**src/rtl/irq_ctrl_pkg.sv**
```systemverilog
package irq_ctrl_pkg;

    // Number of request sources and width of the vector output.
    localparam int SRC_COUNT = 6;
    localparam int VEC_W     = 8;

    // Source indices; lower index means higher priority.
    typedef enum logic [2:0] {
        SRC_EXT  = 3'd0,
        SRC_TMR0 = 3'd1,
        SRC_TMR1 = 3'd2,
        SRC_PERI = 3'd3,
        SRC_RTC  = 3'd4,
        SRC_MF   = 3'd5
    } src_e;

    // Vector address for a source index.
    function automatic logic [VEC_W-1:0] vec_of(input int base, input int step, input int idx);
        return VEC_W'(base + step * idx);
    endfunction

endpackage

```
**src/rtl/irq_flag_bank.sv**
```systemverilog
module irq_flag_bank #(
    parameter int NSRC = irq_ctrl_pkg::SRC_COUNT
) (
    input  logic            clk,
    input  logic            rst,
    input  logic            ext_line_n,
    input  logic [NSRC-2:0] evt_pulse,
    input  logic            sw_we,
    input  logic [NSRC-1:0] sw_data,
    input  logic [NSRC-1:0] svc_clr,
    output logic [NSRC-1:0] flag_q
);
    logic            ext_prev;
    logic [NSRC-1:0] hw_set;
    logic [NSRC-1:0] base_val;

    // Falling edge on the external line plus the event pulses.
    assign hw_set   = {evt_pulse, ext_prev & ~ext_line_n};
    assign base_val = sw_we ? sw_data : flag_q;

    always_ff @(posedge clk) begin
        if (rst) begin
            ext_prev <= 1'b1;
            flag_q   <= '0;
        end else begin
            ext_prev <= ext_line_n;
            // Service clear first, then new hardware sets win.
            flag_q   <= (base_val & ~svc_clr) | hw_set;
        end
    end

    // a hardware set always lands in the flag.
    a_r11_set_lands: assert property (@(posedge clk) disable iff (rst)
        (|hw_set) |=> ((flag_q & $past(hw_set)) == $past(hw_set)));

    // a service clear without a coincident set empties the flag.
    a_r8_clear_lands: assert property (@(posedge clk) disable iff (rst)
        (|(svc_clr & ~hw_set)) |=> ((flag_q & $past(svc_clr & ~hw_set)) == '0));

endmodule

```
**src/rtl/irq_enable_regs.sv**
```systemverilog
module irq_enable_regs #(
    parameter int NSRC = irq_ctrl_pkg::SRC_COUNT
) (
    input  logic            clk,
    input  logic            rst,
    input  logic            sw_we,
    input  logic [NSRC:0]   sw_data,
    input  logic            ret_stb,
    input  logic            take,
    output logic            gie_q,
    output logic [NSRC-1:0] src_en_q
);
    always_ff @(posedge clk) begin
        if (rst) begin
            gie_q    <= 1'b0;
            src_en_q <= '0;
        end else begin
            if (sw_we) begin
                gie_q    <= sw_data[NSRC];
                src_en_q <= sw_data[NSRC-1:0];
            end
            if (ret_stb) gie_q <= 1'b1;
            if (take)    gie_q <= 1'b0;
        end
    end

    // a take always leaves the global enable cleared.
    a_r9_take_clears_gie: assert property (@(posedge clk) disable iff (rst)
        take |=> !gie_q);

    // a return without a take re-enables.
    a_r9_return_sets_gie: assert property (@(posedge clk) disable iff (rst)
        (ret_stb && !take) |=> gie_q);

endmodule

```
**src/rtl/irq_prio_pick.sv**
```systemverilog
module irq_prio_pick #(
    parameter int NSRC = irq_ctrl_pkg::SRC_COUNT,
    localparam int IW  = $clog2(NSRC)
) (
    input  logic            clk,
    input  logic            rst,
    input  logic [NSRC-1:0] elig,
    output logic            any,
    output logic [NSRC-1:0] grant,
    output logic [IW-1:0]   idx
);
    // Walk from lowest priority upward so the lowest index wins.
    always_comb begin
        grant = '0;
        idx   = '0;
        any   = 1'b0;
        for (int i = NSRC - 1; i >= 0; i--) begin
            if (elig[i]) begin
                grant    = '0;
                grant[i] = 1'b1;
                idx      = IW'(i);
                any      = 1'b1;
            end
        end
    end

    // at most one winner, and only an eligible one.
    a_r6_one_winner: assert property (@(posedge clk) disable iff (rst)
        $onehot0(grant) && ((grant & ~elig) == '0));

    // no eligible source above the winner.
    a_r6_highest_wins: assert property (@(posedge clk) disable iff (rst)
        any |-> ((elig & (grant - 1'b1)) == '0));

endmodule

```
**src/rtl/prio_irq_ctrl.sv**
```systemverilog
module prio_irq_ctrl
    import irq_ctrl_pkg::*;
#(
    parameter int NSRC     = SRC_COUNT,
    parameter int VEC_BASE = 4,
    parameter int VEC_STEP = 4,
    localparam int IW      = $clog2(NSRC)
) (
    input  logic              clk,
    input  logic              rst,
    input  logic              poll_stb,
    input  logic              ext_line_n,
    input  logic [NSRC-2:0]   evt_pulse,
    input  logic              stack_full,
    input  logic              ret_stb,
    input  logic              sw_flag_we,
    input  logic [NSRC-1:0]   sw_flag_data,
    input  logic              sw_en_we,
    input  logic [NSRC:0]     sw_en_data,
    output logic              call_req,
    output logic [VEC_W-1:0]  call_vec,
    output logic [NSRC-1:0]   flag_q,
    output logic [NSRC:0]     en_q
);
    logic            gie_q;
    logic [NSRC-1:0] src_en_q;
    logic [NSRC-1:0] elig;
    logic [NSRC-1:0] grant;
    logic [NSRC-1:0] svc_clr;
    logic [IW-1:0]   win_idx;
    logic            any_elig;
    logic            take;

    irq_flag_bank #(.NSRC(NSRC)) u_flags (
        .clk        (clk),
        .rst        (rst),
        .ext_line_n (ext_line_n),
        .evt_pulse  (evt_pulse),
        .sw_we      (sw_flag_we),
        .sw_data    (sw_flag_data),
        .svc_clr    (svc_clr),
        .flag_q     (flag_q)
    );

    irq_enable_regs #(.NSRC(NSRC)) u_enables (
        .clk      (clk),
        .rst      (rst),
        .sw_we    (sw_en_we),
        .sw_data  (sw_en_data),
        .ret_stb  (ret_stb),
        .take     (take),
        .gie_q    (gie_q),
        .src_en_q (src_en_q)
    );

    assign elig = flag_q & src_en_q & {NSRC{gie_q}};

    irq_prio_pick #(.NSRC(NSRC)) u_pick (
        .clk   (clk),
        .rst   (rst),
        .elig  (elig),
        .any   (any_elig),
        .grant (grant),
        .idx   (win_idx)
    );

    assign take    = poll_stb && !stack_full && any_elig;
    assign svc_clr = take ? grant : '0;
    assign en_q    = {gie_q, src_en_q};

    always_ff @(posedge clk) begin
        if (rst) begin
            call_req <= 1'b0;
            call_vec <= '0;
        end else begin
            call_req <= take;
            if (take) call_vec <= vec_of(VEC_BASE, VEC_STEP, int'(win_idx));
        end
    end

    // a call follows only a polling edge with room on the stack.
    a_r5_only_on_poll: assert property (@(posedge clk) disable iff (rst)
        call_req |-> $past(poll_stb && !stack_full && gie_q));

    // the call request is a single-cycle pulse.
    a_r5_single_pulse: assert property (@(posedge clk) disable iff (rst)
        call_req |=> !call_req);

    // the vector lies on the table grid.
    a_r7_vec_on_grid: assert property (@(posedge clk) disable iff (rst)
        call_req |-> (call_vec >= VEC_W'(VEC_BASE) && call_vec[1:0] == 2'b00 &&
                      call_vec <= VEC_W'(VEC_BASE + VEC_STEP * (NSRC - 1))));

    // the global enable is off while the call is presented.
    a_r8_gie_off_on_call: assert property (@(posedge clk) disable iff (rst)
        call_req |-> !en_q[NSRC]);

endmodule

```
**config.mk**
```make
export PLATFORM = sky130hd
export DESIGN_NAME = prio_irq_ctrl
export DESIGN_NICKNAME = d
export VERILOG_FILES = /design/src/rtl/irq_ctrl_pkg.sv /design/src/rtl/irq_flag_bank.sv /design/src/rtl/irq_enable_regs.sv /design/src/rtl/irq_prio_pick.sv /design/src/rtl/prio_irq_ctrl.sv
export SDC_FILE = /design/constraint.sdc
export NUM_CORES = 1
export LEC_CHECK = 0
export ABC_AREA = 1
export CELL_PAD_IN_SITES_DETAIL_PLACEMENT = 0
export CELL_PAD_IN_SITES_GLOBAL_PLACEMENT = 1
export CORE_MARGIN = 3
export CORE_UTILIZATION = 29
export DETAILED_ROUTE_END_ITERATION = 12
export PLACE_DENSITY = 0.83
export REMOVE_ABC_BUFFERS = 1
export SLEW_MARGIN = 20
export SYNTH_ARGS = -nofsm -noshare
export SYNTH_HDL_FRONTEND = slang
export SYNTH_SLANG_ARGS = --single-unit
```
**constraint.sdc**
```tcl
create_clock -name clk -period 3.31 [get_ports clk]
set_input_delay 0.993 -clock clk [delete_from_list [all_inputs] [get_ports clk]]
set_output_delay 0.993 -clock clk [all_outputs]
set_load 0.02 [all_outputs]
```
==> run_results.csv <==
group,metric,value,unit
synth,syn_area,954.7,sq um
place,gp_routability_congestion,0.7657,
synth,yosys_warnings,0,
synth,postSynthRegisterBits,19,
sta,fraction_of_the_cycle_the_final_worst_path_needs,0.7385,
die,cell_rows,20,
routing,antenna_left,0,
die,vertical_extent_of_the_die,63.38,um
clock_network,ctsHtreeMaxLevel,1,
clock_network,holdBufCountCts,0,
routing,drt_iter0_markers,15,
place,buffer_ports.inserted,43,
clock_network,root_buffer_selected_by_cts,"sky130_fd_sc_hd__clkbuf_4",
power_and_ir_drop,switching_share,0.2895,
sta,finClkSkew,0.005169,ns
power_and_ir_drop,power.total,496.4,uW
clock_network,clock_tree_sinks,19,
sta,final_setup_violation_count,0,
power_and_ir_drop,share_seq_of_total_power,0.513,
synth,sequential_to_total_area_share_from_yosys_stat,0.3984,
power_and_ir_drop,power_density,348.6,nW/um^2
clock_network,cts_tree,"yes",
setup_path,worst-r2r-setup-slack,1.64,ns
setup_path,critical_path_required_time,2.32,ns
die,core,3103,sq um
routing,wire_per_inst,11.54,um
final_layout,filler_cell_count,339,
setup_path,cp.buffers_inverters,1,
status,outcome,"completed",
routing,ratio_of_routed_vias_to_standard_cells,4.435,
routing,drc,0,
final_layout,synthToLayoutAreaGrowth,49.15,%
routing,first_pass_iters,3,
place,detailedPlacementHpwl,1.941,mm
power_and_ir_drop,share_clk_of_total_power,0.237,
sta,slew_viol_final,0,
power_and_ir_drop,power.switching,143.7,uW
die,floorplan.die_area,4016,sq um
sta,max_freq,0.4091,GHz
final_layout,antennaDiodeCount,0,
die,top_level_ports,48,
clock_network,worst_skew_pair.late_latency,0.30,ns
worst_hold_path,startpoint_of_the_tightest_hold_check_path,"call_vec[5]",
synth,syn_avg_cell_area,7.825,sq um
setup_path,max_stage_delay,0.66,ns
synth,synth.lib_cells_used.distinct,22,
clock_network,cts-root-to-sink-buffers,2,
routing,detailroute.via_count,927,
global_route,grt_antenna_before_repair,0,
clock_network,setup_buffers_after_cts,0,
sta,final.min_clock_period,2.444,ns
setup_path,critical_path.startpoint,"u_enables.gie_q",
setup_path,end_kind,"output port",
synth,syn-instance-count,122,
global_route,grt.overflow.total,0,
sta,timing_hold_violations_final,0,
power_and_ir_drop,leak_pwr,0.6551,nW
setup_path,critical_path.max_fanout,8,
global_route,vias_in_the_first_global_route,907,
clock_network,ctsResizeCount,0,
setup_path,arrival,1.45,ns
setup_path,worst_path_dominant_cell_family,"buffers and inverters",
clock_network,cts.reportedPaths.clkPinSlew,0.11,ns
power_and_ir_drop,ir_worst_vdd,170.2,uV
setup_path,critical_path_class,"register to output port",
power_and_ir_drop,share_comb_of_total_power,0.250,
routing,drt-total-wl,2.412,mm
power_and_ir_drop,p_int,352.7,uW
sta,finalSetupTns,0,ns
setup_path,critPathSlowestCell,"sky130_fd_sc_hd__clkdlybuf4s50_1",
clock_network,cts_buffer_count,3,
final_layout,drive_above_1_share,0.1152,
sta,rsz0062_at_grt,"no",
global_route,grt_start_max_net_pins,12,
job,maxCapViolCount,0,
setup_path,timing.critical_path.cells,"clkdlybuf4s50_1",
setup_path,rr_startpoint,"u_enables.gie_q",
worst_hold_path,worst_hold_path_type,"register to register",
setup_path,timing.critical_path.from_type,"register",
die,fp.dieW,63.38,um
final_layout,finish.net_count,193,
global_route,grt_first_pass_wirelength,3.926,mm
die,initial_utilization,0.3077,
global_route,groute.usage.overall,0.1250,
power groups by stage:
stage / combinational (mW) / sequential [mW] / clock (mW)
3_5_place_dp: 0.124 / 0.260 / 0
2_1_floorplan: 0.0426 / 0.273 / 0
5_1_grt: 0.135 / 0.256 / 0.132
3_3_place_gp: 0.123 / 0.260 / 0
6_report: 0.124 / 0.254 / 0.118
4_1_cts: 0.125 / 0.255 / 0.124
cell type report:
cell class	count	area, sq um	share of cell area
timing repair buffer	43	430.4	0.3023
sequential	19	380.4	0.2671
clock inverter	1	5.005	0.003515
tap	44	55.05	0.03866
inverter	13	48.80	0.03427
clock buffer	3	22.52	0.01582
multi-input combinational	86	481.7	0.3383
cell families after synthesis:
| logic type | after synthesis | synth area share |
|---|---|---|
| AOI/OAI and AO/OA | 18 | 0.09961 |
| adders and majority gates | 1 | 0.01310 |
| buffers and inverters | 20 | 0.1088 |
| DFF | 19 | 0.3984 |
| muxes | 6 | 0.07077 |
| other | 1 | 0.003928 |
| and+or+nand+nor | 57 | 0.3054 |
state kept, by name (all words and copies together) (netlist names):
signal,cells
u_enables.src_en_q,6
u_flags.flag_q,6
call_vec,4
call_req,1
u_enables.gie_q,1
u_flags.ext_prev,1
cell usage after synthesis:
cell / number / area [sq um]
sky130_fd_sc_hd__mux2_2: 6 / 67.56
sky130_fd_sc_hd__ha_1: 1 / 12.51
sky130_fd_sc_hd__o21ai_0: 7 / 35.03
sky130_fd_sc_hd__clkbuf_1: 1 / 3.750
sky130_fd_sc_hd__conb_1: 1 / 3.750
sky130_fd_sc_hd__o22ai_1: 1 / 6.260
sky130_fd_sc_hd__nand3_2: 1 / 10.01
sky130_fd_sc_hd__a21oi_1: 9 / 45.04
sky130_fd_sc_hd__nand2_4: 3 / 33.78
sky130_fd_sc_hd__nand2_1: 15 / 56.30
sky130_fd_sc_hd__clkbuf_8: 1 / 13.76
sky130_fd_sc_hd__a21o_2: 1 / 8.760
sky130_fd_sc_hd__inv_1: 12 / 45.04
sky130_fd_sc_hd__dfxtp_1: 19 / 380.4
sky130_fd_sc_hd__nor2_1: 18 / 67.56
sky130_fd_sc_hd__nand3_1: 16 / 80.08
sky130_fd_sc_hd__nand2_2: 1 / 6.260
sky130_fd_sc_hd__clkinv_1: 1 / 3.750
sky130_fd_sc_hd__nor2_8: 1 / 20.02
sky130_fd_sc_hd__or2_2: 1 / 6.260
sky130_fd_sc_hd__nor2_4: 1 / 11.26
sky130_fd_sc_hd__buf_4: 5 / 37.54
metal layers:
metal | GRT usage | vias up | routed length, um
met5 | 0 | - | 0
li1 | - | 472 | -
met3 | 0.05348 | 4 | 212
met2 | 0.2229 | 37 | 1164
met4 | 0.03235 | 0 | 23
met1 | 0.1341 | 414 | 1012
metrics by stage:
step	cell area, sq um	setup WS [ns]	hold WS, ns	cells	util
2_1_floorplan	910.9	1.689	0.4340	118	-
3_3_place_gp	1396	0.8185	0.4159	205	0.4500
3_5_place_dp	1396	0.7442	0.4194	205	0.4500
4_1_cts	1424	0.8488	0.4368	209	0.4589
5_1_grt	1424	0.8057	0.4665	209	0.4589
6_report	1424	0.8657	0.4323	209	0.4589
placed cells by master (no fill, tap or decap):
| master | count |
|---|---|
| sky130_fd_sc_hd__clkinv_1 | 1 |
| sky130_fd_sc_hd__or2_2 | 1 |
| sky130_fd_sc_hd__clkbuf_4 | 3 |
| sky130_fd_sc_hd__o21ai_0 | 7 |
| sky130_fd_sc_hd__conb_1 | 4 |
| sky130_fd_sc_hd__nand3_1 | 16 |
| sky130_fd_sc_hd__nand2_2 | 1 |
| sky130_fd_sc_hd__ha_1 | 1 |
| sky130_fd_sc_hd__a21o_2 | 1 |
| sky130_fd_sc_hd__nand3_2 | 1 |
| sky130_fd_sc_hd__dfxtp_1 | 19 |
| sky130_fd_sc_hd__o22ai_1 | 1 |
| sky130_fd_sc_hd__nor2_8 | 1 |
| sky130_fd_sc_hd__clkdlybuf4s50_1 | 43 |
| sky130_fd_sc_hd__nand2_4 | 3 |
| sky130_fd_sc_hd__mux2_2 | 6 |
| sky130_fd_sc_hd__nor2_4 | 1 |
| sky130_fd_sc_hd__a21oi_1 | 9 |
| sky130_fd_sc_hd__nor2_1 | 18 |
| sky130_fd_sc_hd__inv_1 | 12 |
| sky130_fd_sc_hd__nand2_1 | 15 |
| sky130_fd_sc_hd__clkinv_2 | 1 |
path summary, 6_finish.rpt:
kind / to / depth (start not counted)
worst max-delay path: en_q[6] / 1
worst min-delay path: call_vec[5] / 2
worst max register to register: call_vec[4] / 9
worst min register to register: call_vec[5] / 2
worst reg2reg max path: cells and delay by family, from the launching register on:
| family | cells | cell delay, ns |
|---|---|---|
| flip-flops | 1 | 0.49 |
| AND/OR/NAND/NOR | 6 | 0.65 |
| AO/OA/AOI/OAI | 1 | 0.19 |
| buffers and inverters | 1 | 0.05 |
| adder cells (fa/ha/maj) | 1 | 0.18 |
Note: power is estimated with default switching activity, not from simulation.
